**config.mk**
```make
export PLATFORM = sky130hd
export DESIGN_NAME = irq_level_agg
export DESIGN_NICKNAME = d
export VERILOG_FILES = /design/src/rtl/irqagg_pkg.sv /design/src/rtl/irqagg_monitor.sv /design/src/rtl/irqagg_prio.sv /design/src/rtl/irqagg_regs.sv /design/src/rtl/irq_level_agg.sv
export SDC_FILE = /design/constraint.sdc
export NUM_CORES = 1
export LEC_CHECK = 0
export ABC_AREA = 0
export BUFFER_PORTS_ARGS = -buffer_cell sky130_fd_sc_hd__buf_2
export CAP_MARGIN = 20
export CORE_MARGIN = 4
export CORE_UTILIZATION = 48
export DETAILED_ROUTE_END_ITERATION = 12
export PLACE_DENSITY = 0.78
export SLEW_MARGIN = 20
export SYNTH_ARGS = -nofsm -noshare
export SYNTH_HDL_FRONTEND = slang
export SYNTH_SLANG_ARGS = --single-unit
```
**constraint.sdc**
```tcl
create_clock -name clk -period 2.4 [get_ports clk]
set_input_delay 0.24 -clock clk [delete_from_list [all_inputs] [get_ports clk]]
set_output_delay 0.24 -clock clk [all_outputs]
set_load 0.02 [all_outputs]
```
**src/rtl/irqagg_pkg.sv**
```systemverilog
package irqagg_pkg;

    localparam int NUM_SRC   = 13;
    localparam int DATA_W    = 16;
    localparam int ADDR_W    = 6;
    localparam int LEVEL_W   = 4;

    localparam logic [ADDR_W-1:0] OFS_MASK  = 6'h00;
    localparam logic [ADDR_W-1:0] OFS_POWER = 6'h30;
    localparam logic [ADDR_W-1:0] OFS_VER   = 6'h32;
    localparam logic [ADDR_W-1:0] OFS_PORT  = 6'h36;

    localparam logic [DATA_W-1:0] VERSION_WORD = 16'h0010;

    // Monitor/mask bit owned by the source whose priority level is lvl.
    function automatic int unsigned src_bit(input int unsigned lvl);
        case (lvl)
            0:       return 11;
            1:       return 9;
            2:       return 8;
            3:       return 12;
            4:       return 10;
            5:       return 6;
            6:       return 5;
            7:       return 4;
            8:       return 7;
            9:       return 14;
            10:      return 13;
            11:      return 0;
            12:      return 15;
            default: return 1;
        endcase
    endfunction

    typedef struct packed {
        logic [DATA_W-1:0] mask;
        logic [DATA_W-1:0] port;
        logic              shut;
    } regs_t;

endpackage

```
**src/rtl/irqagg_monitor.sv**
```systemverilog
module irqagg_monitor
    import irqagg_pkg::*;
#(
    parameter int NSRC = NUM_SRC,
    parameter int DW   = DATA_W
) (
    input  logic            clk,
    input  logic            rst_n,
    input  logic [NSRC-1:0] req_i,
    output logic [DW-1:0]   mon_d_o,
    output logic [DW-1:0]   mon_q_o
);

    logic [DW-1:0] mon_d, mon_q;

    always_comb begin
        mon_d = '0;
        for (int i = 0; i < NSRC; i++) begin
            mon_d[src_bit(i)] = req_i[i];
        end
    end

    always_ff @(posedge clk or negedge rst_n) begin
        if (!rst_n) mon_q <= '0;
        else        mon_q <= mon_d;
    end

    assign mon_d_o = mon_d;
    assign mon_q_o = mon_q;

endmodule

```
**src/rtl/irqagg_prio.sv**
```systemverilog
module irqagg_prio
    import irqagg_pkg::*;
#(
    parameter int NSRC = NUM_SRC,
    parameter int DW   = DATA_W,
    parameter int LW   = LEVEL_W
) (
    input  logic [DW-1:0] word_i,
    output logic [LW-1:0] code_o
);

    localparam logic [LW-1:0] IDLE_LVL = '1;

    logic [NSRC-1:0] hit;
    logic [LW-1:0]   sel;
    logic            unused_word;

    for (genvar g = 0; g < NSRC; g++) begin : g_hit
        assign hit[g] = word_i[src_bit(g)];
    end

    assign unused_word = ^word_i;

    always_comb begin
        sel = IDLE_LVL;
        for (int i = NSRC - 1; i >= 0; i--) begin
            if (hit[i]) sel = LW'(i);
        end
        code_o = sel ^ IDLE_LVL;
    end

endmodule

```
**src/rtl/irqagg_regs.sv**
```systemverilog
module irqagg_regs
    import irqagg_pkg::*;
#(
    parameter int DW = DATA_W,
    parameter int AW = ADDR_W
) (
    input  logic          clk,
    input  logic          rst_n,
    input  logic          sel_i,
    input  logic          wr_i,
    input  logic [AW-1:0] addr_i,
    input  logic [DW-1:0] wdata_i,
    output logic [DW-1:0] rdata_o,
    output logic [DW-1:0] mask_d_o,
    output logic [DW-1:0] mask_q_o,
    output logic [DW-1:0] port_o,
    output logic          shut_o
);

    regs_t r_d, r_q;
    logic  wr_en;

    assign wr_en = sel_i & wr_i;

    always_comb begin
        r_d      = r_q;
        r_d.shut = 1'b0;
        if (wr_en) begin
            case (addr_i)
                OFS_MASK:  r_d.mask = wdata_i;
                OFS_PORT:  r_d.port = wdata_i;
                OFS_POWER: r_d.shut = wdata_i[0];
                default:   ;
            endcase
        end
    end

    always_ff @(posedge clk or negedge rst_n) begin
        if (!rst_n) r_q <= '0;
        else        r_q <= r_d;
    end

    always_comb begin
        rdata_o = '0;
        if (sel_i && !wr_i) begin
            case (addr_i)
                OFS_MASK: rdata_o = r_q.mask;
                OFS_PORT: rdata_o = r_q.port;
                OFS_VER:  rdata_o = VERSION_WORD;
                default:  rdata_o = '0;
            endcase
        end
    end

    assign mask_d_o = r_d.mask;
    assign mask_q_o = r_q.mask;
    assign port_o   = r_q.port;
    assign shut_o   = r_q.shut;


    mask_hold_chk: assert property (@(posedge clk) disable iff (!rst_n)
        !(wr_en && addr_i == OFS_MASK) |=> $stable(mask_q_o));


    port_hold_chk: assert property (@(posedge clk) disable iff (!rst_n)
        !(wr_en && addr_i == OFS_PORT) |=> $stable(port_o));


    shut_cause_chk: assert property (@(posedge clk) disable iff (!rst_n)
        shut_o |-> $past(wr_en && addr_i == OFS_POWER && wdata_i[0]));

endmodule

```
**src/rtl/irq_level_agg.sv**
```systemverilog
module irq_level_agg
    import irqagg_pkg::*;
#(
    parameter int NSRC = NUM_SRC,
    parameter int DW   = DATA_W,
    parameter int AW   = ADDR_W,
    parameter int LW   = LEVEL_W
) (
    input  logic            clk,
    input  logic            rst_n,
    input  logic [NSRC-1:0] src_req_i,
    input  logic            bus_sel_i,
    input  logic            bus_wr_i,
    input  logic [AW-1:0]   bus_addr_i,
    input  logic [DW-1:0]   bus_wdata_i,
    output logic [DW-1:0]   bus_rdata_o,
    output logic [LW-1:0]   irq_level_o,
    output logic [DW-1:0]   port_o,
    output logic            shutdown_o
);

    typedef struct packed {
        logic [LW-1:0] code;
    } out_t;

    logic [DW-1:0] mon_d, mon_q, mask_d, mask_q;
    logic [LW-1:0] code_next;
    out_t          o_d, o_q;

    irqagg_monitor #(.NSRC(NSRC), .DW(DW)) mon_i (
        .clk     (clk),
        .rst_n   (rst_n),
        .req_i   (src_req_i),
        .mon_d_o (mon_d),
        .mon_q_o (mon_q)
    );

    irqagg_regs #(.DW(DW), .AW(AW)) regs_i (
        .clk      (clk),
        .rst_n    (rst_n),
        .sel_i    (bus_sel_i),
        .wr_i     (bus_wr_i),
        .addr_i   (bus_addr_i),
        .wdata_i  (bus_wdata_i),
        .rdata_o  (bus_rdata_o),
        .mask_d_o (mask_d),
        .mask_q_o (mask_q),
        .port_o   (port_o),
        .shut_o   (shutdown_o)
    );

    irqagg_prio #(.NSRC(NSRC), .DW(DW), .LW(LW)) prio_i (
        .word_i (mon_d & mask_d),
        .code_o (code_next)
    );

    always_comb begin
        o_d      = o_q;
        o_d.code = code_next;
    end

    always_ff @(posedge clk or negedge rst_n) begin
        if (!rst_n) o_q <= '0;
        else        o_q <= o_d;
    end

    assign irq_level_o = o_q.code;


    idle_zero_chk: assert property (@(posedge clk) disable iff (!rst_n)
        ((mon_q & mask_q) == '0) |-> (irq_level_o == '0));


    lvl_range_chk: assert property (@(posedge clk) disable iff (!rst_n)
        (irq_level_o != LW'(1)) && (irq_level_o != LW'(2)));

endmodule

```
==> results of run 1 <==
worst max-delay path by stage:
stage,start,endpoint,slack [ns],cells past startpoint
6_report,bus_addr_i[0],bus_rdata_o[14],0.14,7
3_3_place_gp,bus_addr_i[0],irq_level_o[0]$_DFF_PN0_,0.07,7
4_1_cts,bus_addr_i[0],bus_rdata_o[14],0.11,7
5_1_grt,bus_addr_i[0],bus_rdata_o[14],0.01,7
2_1_floorplan,bus_addr_i[0],bus_rdata_o[10],0.19,7
3_5_place_dp,bus_addr_i[0],irq_level_o[0]$_DFF_PN0_,0.10,7
layout make-up:
cell class,count,area [um^2]
fill,365,1430
multi-input combinational,150,1050
sequential,37,926
timing repair buffer,82,428
clock buffer,7,86.3
tap,50,62.6
clock inverter,1,30.0
inverter,5,18.8
power by group through the flow:
stage	Clock [W]	Sequential (W)	Combinational [W]
after detailed placement	0	0.000734	0.000287
final	0.000559	0.000722	0.000287
after floorplan	0	0.000777	0.000106
after CTS	0.000569	0.000722	0.000289
after global placement	0	0.000731	0.000284
after global routing	0.000603	0.000729	0.000318
per-layer routing:
metal  global-route usage, %  part of all wire (%)
met1                    28.1                    41
met2                    39.1                    50
met3                    6.34                   7.7
met4                    7.99                   1.6
met5                       0                     0
through the flow:
step | power [W] | hold slack [ns] | std cells | util (%)
5_1_grt | 0.00165 | 0.104 | 332 | 64.5
2_1_floorplan | 0.000883 | -0.0556 | 198 | -
3_3_place_gp | 0.00101 | 0.375 | 324 | 61.6
3_5_place_dp | 0.00102 | 0.396 | 324 | 61.6
6_report | 0.00157 | 0.0470 | 332 | 64.5
4_1_cts | 0.00158 | 0.0785 | 332 | 64.5
cells by family after synthesis:
| group | after synthesis | synth area share [%] |
|---|---|---|
| compound gates | 55 | 19.6 |
| buf+inv | 11 | 2.53 |
| flops | 37 | 45.7 |
| mux | 25 | 14.0 |
| simple gates | 70 | 18.2 |
cells in the mapped netlist, drive strengths merged, types with 2 or more instances:
cell type  instances  area (um^2)
a22oi             17          128
mux2i              2         20.0
buf                3         21.3
a22o               4         35.0
nand2             31          119
clkbuf             3         11.3
nand4              3         18.8
nor4               2         27.5
mux2              23          263
a21oi              6         30.0
o21ai              6         30.0
a31oi              5         31.3
nand3              6         42.5
a21bo              2         20.0
dfrtp             37          926
inv                5         18.8
a21boi             4         30.0
nor2              22         92.6
worst max-delay path, cell delays in order:
cell and delay [ns]:
buf_2 0.13, or4_1 0.59, nor3_4 0.16, inv_2 0.04, a211o_1 0.49, nor2_1 0.20, buf_2 0.18
state kept, by name, summed over array words and instances, names as in the netlist:
name and cells:
irq_level_o 4, regs_i.mask_q_o 16, regs_i.shut_o 1, regs_i.port_o 16
==> qor.yml, run 1 <==
status:
  status: "complete, no violations"
sta:
  drv_slew: 0
  fin_ws_ns: 0.136
  fmaxAchievable_mhz: 442
  setup-violations-final: 0
  final.setup.tns_ns: 0
  rsz0062_at_grt: "no"
  tightest_slew_ns: 0.833
  finalCriticalPeriod_ns: 2.26
  max_slew_margin_pct: 44.5
  hold_viol: 0
  fin_crit_sh_pct: 94.3
  fin_skew_ns: 0.0103
synth:
  synth_edf_count: 0
  synth_area_mm2: 0.00202
  ys_async_sr_fraction_pct: 100
  synth_nets: 237
  yosysWarningCount: 0
  syn_inst: 198
  ys_seq_elements: 37
  synthFlopType: "dfrtp_1"
  avgSynthCellArea_um2: 10.2
  netlist-cell-type-count: 43
  yosysSeqAreaShare_pct: 45.7
setup_path:
  worst_r2r_startpoint: "regs_i.mask_q_o[14]$_DFF_PN0_"
  path_class: "in -> out"
  r2r_cells: 5
  crit_path_start_kind: "input port"
  reg2reg_to: "irq_level_o[2]$_DFF_PN0_"
  required_ns: 2.16
  critPathMaxFanout: 16
  cp-end-kind: "output pin"
  regToRegSetupSlack_ns: 0.92
  arrival_ns: 2.02
route:
  first_pass_iters: 5
  ant_nets: 0
  first_iter_violations: 100
  vias_per_cell: 5.74
  vias: 1905
  wirelength_mm: 5.61
  drcViolationCount: 0
  detail_route.wl_per_cell_um: 16.9
cts:
  root_buffer: "clkbuf_8"
  clockBufferDepth: 2
  clkSinkCount: 37
  cts_buffers: 5
  clock_latency_ns: 0.29
  cts_tree: "built"
  post_cts.repair.setup_buffers: 0
  clkSlewWorstSetupHoldPaths_ns: 0.08
  htreeDepth: 2
  cts_resized: 0
  cts.hold.buffers_added: 0
cells_and_area:
  final_cell_mix: "buf_2 (75), dfrtp_1 (37), nand2_1 (30), mux2_2 (22), nor2_1 (20)"
  fin_area_mm2: 0.00260
  final_common_cell: "buf_2"
  layout-drive-gt1-share_pct: 44.0
  nNetsFinal: 320
  area_delta_synth_final_pct: 28.4
  diodes: 0
power_and_ir_drop:
  p_leak_nw: 1.33
  combPwrFrac_pct: 18.3
  peakVddDrop_v: 0.000342
  p_seq_share_pct: 46.1
  p_per_area_mw_per_mm2: 603
  clkPwrFrac_pct: 35.6
  power_switching_w: 0.000427
  netSwitchingFraction_pct: 27.2
  p_int_w: 0.00114
floorplan:
  start_util_pct: 50.2
  core_area_mm2: 0.00403
  die_y_um: 72.9
  die_area_mm2: 0.00532
  io_pins: 76
  row_count: 23
  fp.dieW_um: 72.9
grt:
  overflow: 0
  grt_max_degree: 38
  grt_pass1_vias: 2010
  grt_pass1_wl_mm: 9.29
  antenna_found_initial: 0
  grt_usage_pct: 23.0
placement:
  portBuffers: 75
  placed_area_mm2: 0.00248
  dp_hpwl_mm: 4.16
  post-place-ws_ns: 0.103
  finalWeightedCongestion: 0.868
worst_hold_path:
  hold_path_class: "in -> async"
flow_run:
  maxCapViolCount: 0
Note: power is estimated with default switching activity, not from simulation.
==> run 2: changes to the inputs <==
--- a/config.mk
+++ b/config.mk
@@ -6,11 +6,10 @@
 export NUM_CORES = 1
 export LEC_CHECK = 0
-export ABC_AREA = 0
+export ABC_AREA = 1
 export BUFFER_PORTS_ARGS = -buffer_cell sky130_fd_sc_hd__buf_2
 export CAP_MARGIN = 20
 export CORE_MARGIN = 4
-export CORE_UTILIZATION = 48
+export CORE_UTILIZATION = 25
 export DETAILED_ROUTE_END_ITERATION = 12
-export PLACE_DENSITY = 0.78
 export SLEW_MARGIN = 20
 export SYNTH_ARGS = -nofsm -noshare
==> constraint.sdc (replaced) <==
create_clock -name clk -period 2.4 [get_ports clk]
set_input_delay 0.24 -clock clk [delete_from_list [all_inputs] [get_ports clk]]
set_output_delay 0.24 -clock clk [all_outputs]
set_load 0.01 [all_outputs]
==> qor.yml, run 2 <==
sta:
  max_slew_margin_pct: 43.3  # was 44.5%
  fmaxAchievable_mhz: 527  # was 442 MHz
  finalCriticalPeriod_ns: 1.90  # was 2.26 ns
  fin_crit_sh_pct: 79.1  # was 94.3%
  tightest_slew_ns: 0.850  # was 0.833 ns
  drv_slew: 0  # unchanged
  setup-violations-final: 0  # unchanged
  hold_viol: 0  # unchanged
  final.setup.tns_ns: 0  # unchanged
  fin_skew_ns: 0.00465  # was 0.0103 ns
  rsz0062_at_grt: "no"  # unchanged
cts:
  clkSlewWorstSetupHoldPaths_ns: 0.07  # was 0.08 ns
  cts_tree: "built"  # unchanged
  cts.hold.buffers_added: 0  # unchanged
  post_cts.repair.setup_buffers: 0  # unchanged
  htreeDepth: 2  # unchanged
  cts_buffers: 5  # unchanged
  clkSinkCount: 37  # unchanged
  cts_resized: 0  # unchanged
  clock_latency_ns: 0.28  # was 0.29 ns
  root_buffer: "clkbuf_8"  # unchanged
  clockBufferDepth: 2  # unchanged
route:
  first_pass_iters: 4  # was 5
  ant_nets: 0  # unchanged
  vias_per_cell: 4.36  # was 5.74
  wirelength_mm: 5.25  # was 5.61 mm
  drcViolationCount: 0  # unchanged
  vias: 1751  # was 1,905
  detail_route.wl_per_cell_um: 13.1  # was 16.9 um
  first_iter_violations: 61  # was 100
setup_path:
  crit_path_start_kind: "input port"  # unchanged
  path_class: "in -> out"  # unchanged
  path_cells: "buf_2, nor2_2, inv_1, nor2_8, o31ai_2, nor2_1, buf_2"  # was buf_2, or4_1, nor3_4, inv_2, a211o_1, nor2_1, buf_2
  crit_buf_inv: 3  # unchanged
  critPathMaxFanout: 19  # was 16
  cp_common_cell: "buf_2"  # unchanged
  crit_slowest_cell: "o31ai_2"  # was or4_1
  critPathMaxStageDelay_ns: 0.71  # was 0.59 ns
  arrival_ns: 1.66  # was 2.02 ns
  cp-end-kind: "output pin"  # unchanged
  cp_top_family: "compound AO/OA/AOI/OAI gates"  # was simple AND/OR/NAND/NOR gates
  required_ns: 2.16  # about the same
cells_and_area:
  fin_area_mm2: 0.00242  # was 0.00260 mm^2
  final_cell_mix: "buf_2 (75), nand2_1 (58), dfrtp_1 (37), nor2_1 (30), inv_1 (23)"  # was buf_2 (75), dfrtp_1 (37), nand2_1 (30), mux2_2 (22), nor2_1 (20)
  diodes: 0  # unchanged
  fin_util_pct: 33.5  # was 64.5%
  area_delta_synth_final_pct: 30.4  # was 28.4%
  final_common_cell: "buf_2"  # unchanged
  layout-drive-gt1-share_pct: 33.0  # was 44.0%
  nNetsFinal: 341  # was 320
synth:
  synth_edf_count: 0  # unchanged
  yosysWarningCount: 0  # unchanged
  netlist-cell-type-count: 29  # was 43
  synth_common_cells: "nand2_1 (58), dfrtp_1 (37), nor2_1 (30)"  # was dfrtp_1 (37), nand2_1 (30), mux2_2 (22)
  syn_inst: 224  # was 198
  synth_area_mm2: 0.00186  # was 0.00202 mm^2
  synthFlopType: "dfrtp_1"  # unchanged
  synth_nets: 263  # was 237
  yosysTopAreaCellShare_pct: 49.9  # was 45.7%
  ys_seq_elements: 37  # unchanged
  ys_async_sr_fraction_pct: 100  # unchanged
  avgSynthCellArea_um2: 8.28  # was 10.2 um^2
  netlist_top_cells_area: "dfrtp_1 (50%), nand2_1 (12%), a22oi_1 (6.1%)"  # was dfrtp_1 (46%), mux2_2 (12%), a22oi_1 (6.3%)
  synth_top_area_cell: "dfrtp_1"  # unchanged
  synth_most_common_cell: "nand2_1"  # was dfrtp_1
  yosysSeqAreaShare_pct: 49.9  # was 45.7%
power_and_ir_drop:
  p_per_area_mw_per_mm2: 584  # was 603 mW/mm^2
  p_leak_nw: 1.30  # was 1.33 nW
  peakVddDrop_v: 0.000181  # was 0.000342 V
worst_hold_path:
  hold_path_class: "in -> async"  # unchanged
placement:
  portBuffers: 75  # unchanged
  placed_area_mm2: 0.00234  # was 0.00248 mm^2
  finalWeightedCongestion: 0.800  # was 0.868
  dp_hpwl_mm: 4.07  # was 4.16 mm
grt:
  grt_max_degree: 38  # unchanged
  antenna_found_initial: 0  # unchanged
  overflow: 0  # unchanged
  grt_usage_pct: 12.5  # was 23.0%
  grt_pass1_wl_mm: 8.59  # was 9.29 mm
  grt_pass1_vias: 1822  # was 2,010
floorplan:
  row_count: 31  # was 23
  fp.dieW_um: 94.2  # was 72.9 um
  io_pins: 76  # unchanged
  core_area_mm2: 0.00721  # was 0.00403 mm^2
  die_area_mm2: 0.00886  # was 0.00532 mm^2
  die_y_um: 94.2  # was 72.9 um
  start_util_pct: 25.7  # was 50.2%
flow_run:
  maxCapViolCount: 0  # unchanged
status:
  status: "complete, no violations"  # unchanged
-- run 2: cell count changes in the layout (fill, tap and decap cells not counted), moves of 4 or more --
cell      delta
a31oi_1      -4
mux2_2      -22
o21ai_0     +14
inv_1       +19
buf_4        -4
a21boi_0     -4
a22o_1       -4
nor2_1      +10
nand2_1     +28
-- run 2: layout make-up --
| type | count | area, um^2 |
|---|---|---|
| Fill cell | 808 | 4790 |
| Tap cell | 99 | 124 |
| Multi-Input combinational cell | 156 | 802 |
| Clock buffer | 8 | 80.1 |
| Timing Repair Buffer | 78 | 398 |
| Inverter | 24 | 90.1 |
| Sequential cell | 37 | 926 |
-- run 2: worst reg2reg max path, cell delays in order (launching register included) --
cell,delay [ns]
dfrtp_1,0.37
inv_1,0.05
nand2_1,0.04
nand2_1,0.09
nor2_1,0.05
nand2_1,0.07
nand2_1,0.05
nand2_1,0.06
nand2_1,0.04
nand2_1,0.05
nand2_1,0.04
nand2_1,0.05
nand2_1,0.05
nand2_1,0.05
nand2_1,0.04
nand2_1,0.05
nand2_1,0.05
-- run 2: worst paths after layout --
check	startpoint	endpoint	slack [ns]	cells past startpoint
min in group clk	src_req_i[0]	irq_level_o[0]$_DFF_PN0_	0.20	3
max reg2reg	regs_i.mask_q_o[15]$_DFF_PN0_	irq_level_o[0]$_DFF_PN0_	1.09	16
min	rst_n	regs_i.port_o[8]$_DFFE_PN0P_	0.06	1
min reg2reg	regs_i.mask_q_o[3]$_DFFE_PN0P_	regs_i.mask_q_o[3]$_DFFE_PN0P_	0.49	2
max	bus_addr_i[4]	bus_rdata_o[10]	0.50	7
max in group asynchronous	rst_n	regs_i.shut_o$_DFF_PN0_	1.81	1
-- run 2: report_power, final --
group          switching (W)  internal (W)  total (W)
clock               0.000209      0.000206   0.000415
combinational       0.000153      0.000108   0.000261
sequential         0.0000413      0.000697   0.000738
-- run 2: per-layer routing --
layer | track usage (%) | share of wire (%)
met1 | 15.5 | 43
met2 | 21.0 | 49
met3 | 3.85 | 6.4
met4 | 3.37 | 1.0
met5 | 0 | 0
-- run 2: logic make-up (layout without fill, tap and decap cells) --
kind of cell / after synthesis / after routing / synth area share, %
AOI/OAI and AO/OA: 52 / 52 / 17.9
buffers and inverters: 31 / 110 / 6.88
and+or+nand+nor: 104 / 104 / 25.3
DFF: 37 / 37 / 49.9
-- run 2: metrics by stage --
| stage | std cells | hold WS (ns) | total power [W] | setup WS (ns) |
|---|---|---|---|---|
| 2_1_floorplan | 224 | -0.0556 | 0.000889 | 0.840 |
| 4_1_cts | 402 | 0.0873 | 0.00144 | 0.473 |
| 3_5_place_dp | 394 | 0.403 | 0.00102 | 0.350 |
| 6_report | 402 | 0.0582 | 0.00141 | 0.501 |
| 3_3_place_gp | 394 | 0.394 | 0.00101 | 0.377 |
| 5_1_grt | 402 | 0.123 | 0.00151 | 0.383 |
==> run 3: changes to the inputs <==
ABC_AREA = 0   (was 1)
clock period = 1.8 ns   (was 2.4 ns; I/O delays follow)
==> qor.yml, run 3 (same netlist as run 1, synthesis figures left out) <==
cells_and_area:
  final_common_cell: "buf_2"  # unchanged
  fillers: 840  # was 808
  diodes: 0  # unchanged
  layout-drive-gt1-share_pct: 53.9  # was 33.0%
  final_cell_mix: "buf_2 (72), dfrtp_1 (37), nand2_1 (30), buf_4 (27), mux2_2 (22)"  # was buf_2 (75), nand2_1 (58), dfrtp_1 (37), nor2_1 (30), inv_1 (23)
  area_delta_synth_final_pct: 46.4  # was 30.4%
  nNetsFinal: 346  # was 341
  fin_util_pct: 37.9  # was 33.5%
sta:
  fmaxAchievable_mhz: 521
  setup-violations-final: 16  # was 0
  finalCriticalPeriod_ns: 1.92
  fin_skew_ns: 0.00500  # was 0.00465 ns
  rsz0062_at_grt: "yes"  # was no
  final.setup.tns_ns: -1.54  # was 0 ns
  tightest_slew_ns: 0.356  # was 0.850 ns
  drv_slew: 0  # unchanged
  fin_crit_sh_pct: 107
  fin_ws_ns: -0.119  # was 0.501 ns
  hold_viol: 0  # unchanged
  max_slew_margin_pct: 76.0  # was 43.3%
floorplan:
  fp.dieW_um: 98.0  # was 94.2 um
  io_pins: 76  # unchanged
  die_area_mm2: 0.00960  # was 0.00886 mm^2
  die_y_um: 98.0  # was 94.2 um
  row_count: 32  # was 31
  start_util_pct: 25.9  # was 25.7%
  core_area_mm2: 0.00781  # was 0.00721 mm^2
placement:
  dp_hpwl_mm: 5.12  # was 4.07 mm
  finalWeightedCongestion: 0.829  # was 0.800
  post-place-ws_ns: -0.281  # was 0.350 ns
  portBuffers: 75  # unchanged
route:
  first_pass_iters: 4  # unchanged
  wirelength_mm: 6.60  # was 5.25 mm
  ant_nets: 0  # unchanged
  vias: 1979  # was 1,751
  first_iter_violations: 74  # was 61
  drcViolationCount: 0  # unchanged
  vias_per_cell: 4.83  # was 4.36
  detail_route.wl_per_cell_um: 16.1  # was 13.1 um
status:
  violations: "negative setup slack"
  status: "complete, but fails checks"  # was complete, no violations
setup_path:
  cp-end-kind: "output pin"  # unchanged
  r2r_cells: 5  # was 16
  crit_path_start_kind: "input port"  # unchanged
  arrival_ns: 1.74  # was 1.66 ns
  required_ns: 1.62  # was 2.16 ns
  worst_r2r_startpoint: "regs_i.mask_q_o[14]$_DFF_PN0_"  # was regs_i.mask_q_o[15]$_DFF_PN0_
  reg2reg_to: "irq_level_o[2]$_DFF_PN0_"  # was irq_level_o[0]$_DFF_PN0_
  regToRegSetupSlack_ns: 0.47  # was 1.09 ns
  critPathMaxFanout: 6  # was 19
  path_class: "in -> out"  # unchanged
cts:
  clock_latency_ns: 0.28  # about the same
  clkSinkCount: 37  # unchanged
  htreeDepth: 2  # unchanged
  cts_buffers: 5  # unchanged
  clockBufferDepth: 2  # unchanged
  cts_tree: "built"  # unchanged
  clkSlewWorstSetupHoldPaths_ns: 0.08  # was 0.07 ns
  root_buffer: "clkbuf_8"  # unchanged
flow_run:
  maxCapViolCount: 0  # unchanged
power_and_ir_drop:
  peakVddDrop_v: 0.000243  # was 0.000181 V
  p_leak_nw: 1.46  # was 1.30 nW
  p_per_area_mw_per_mm2: 652  # was 584 mW/mm^2
grt:
  grt_max_degree: 38  # unchanged
  antenna_found_initial: 0  # unchanged
  grt_pass1_vias: 2059  # was 1,822
  grt_pass1_wl_mm: 10.5  # was 8.59 mm
  grt_usage_pct: 13.7  # was 12.5%
  overflow: 0  # unchanged
worst_hold_path:
  min_delay_path_depth: 3
  hold_path_end: "regs_i.mask_q_o[15]$_DFF_PN0_"
  hold_path_class: "in -> reg"  # was in -> async
  hp-start: "bus_wdata_i[15]"
run 3: cell count changes in the layout (fill, tap and decap cells not counted), sizes merged, moves of 4 or more:
cell and change:
a21boi +4, a21oi -5, a22o +4, a31oi +4, buf +29, inv -19
mux2 +23, nand2 -29, nor2 -13, o21ai -14
run 3: power by group:
| part | switching [W] | internal [W] | leakage, nW | total [W] |
|---|---|---|---|---|
| sequential | 0.0000510 | 0.000912 | 0.501 | 0.000963 |
| combinational | 0.000199 | 0.000194 | 0.915 | 0.000393 |
| clock | 0.000306 | 0.000269 | 0.0450 | 0.000575 |
| total | 0.000556 | 0.00138 | 1.46 | 0.00193 |
run 3: what timing repair did:
action                     CTS  global route
hold endpoints to repair    37             0
gates cloned                 0             0
setup buffers                2             0
setup endpoints to repair   17            19
hold buffers                 1             0
gates resized for setup     16            14
pin swaps                    1             1
run 3: critical path: stages:
cell     delay (ns)
buf_6          0.09
or4_4          0.55
nor3_4         0.16
inv_2          0.04
a211o_1        0.29
buf_4          0.18
nor2_1         0.11
buf_2          0.14
run 3: cell type report:
type / instances / area (um^2) / area share [%]
Clock buffer: 6 / 72.6 / 2.45
Clock inverter: 2 / 10.0 / 0.338
Inverter: 5 / 18.8 / 0.633
Multi-Input combinational cell: 150 / 1130 / 38.0
Sequential cell: 37 / 926 / 31.3
Tap cell: 102 / 128 / 4.31
Timing Repair Buffer: 108 / 681 / 23.0
run 3: how the worst max path moves through the flow:
stage / slack [ns] / start / end / cells after the start
final: -0.12 / bus_addr_i[0] / bus_rdata_o[9] / 8
after global routing: -0.18 / bus_addr_i[0] / bus_rdata_o[13] / 8
after CTS: -0.13 / bus_addr_i[0] / bus_rdata_o[9] / 8
after detailed placement: -0.28 / bus_addr_i[0] / irq_level_o[0]$_DFF_PN0_ / 7
after global placement: -0.24 / bus_addr_i[0] / irq_level_o[0]$_DFF_PN0_ / 8
after floorplan: -0.16 / bus_addr_i[0] / bus_rdata_o[10] / 7
run 3: routing by layer:
metal	wire, um	track usage [%]	part of all wire (%)	up-vias
li1	-	-	-	958
met1	2820	16.6	43	964
met2	3360	23.9	51	48
met3	317	3.36	4.8	9
met4	103	4.47	1.6	0
met5	0	0	0	-
run 3: through the flow:
stage / cell area (um^2) / hold WS [ns] / total power (W) / std cells
2_1_floorplan: 2040 / -0.116 / 0.00114 / 198
3_3_place_gp: 2760 / 0.168 / 0.00135 / 399
3_5_place_dp: 2760 / 0.166 / 0.00136 / 399
4_1_cts: 2910 / 0.122 / 0.00195 / 410
5_1_grt: 2960 / 0.136 / 0.00205 / 410
6_report: 2960 / 0.127 / 0.00193 / 410
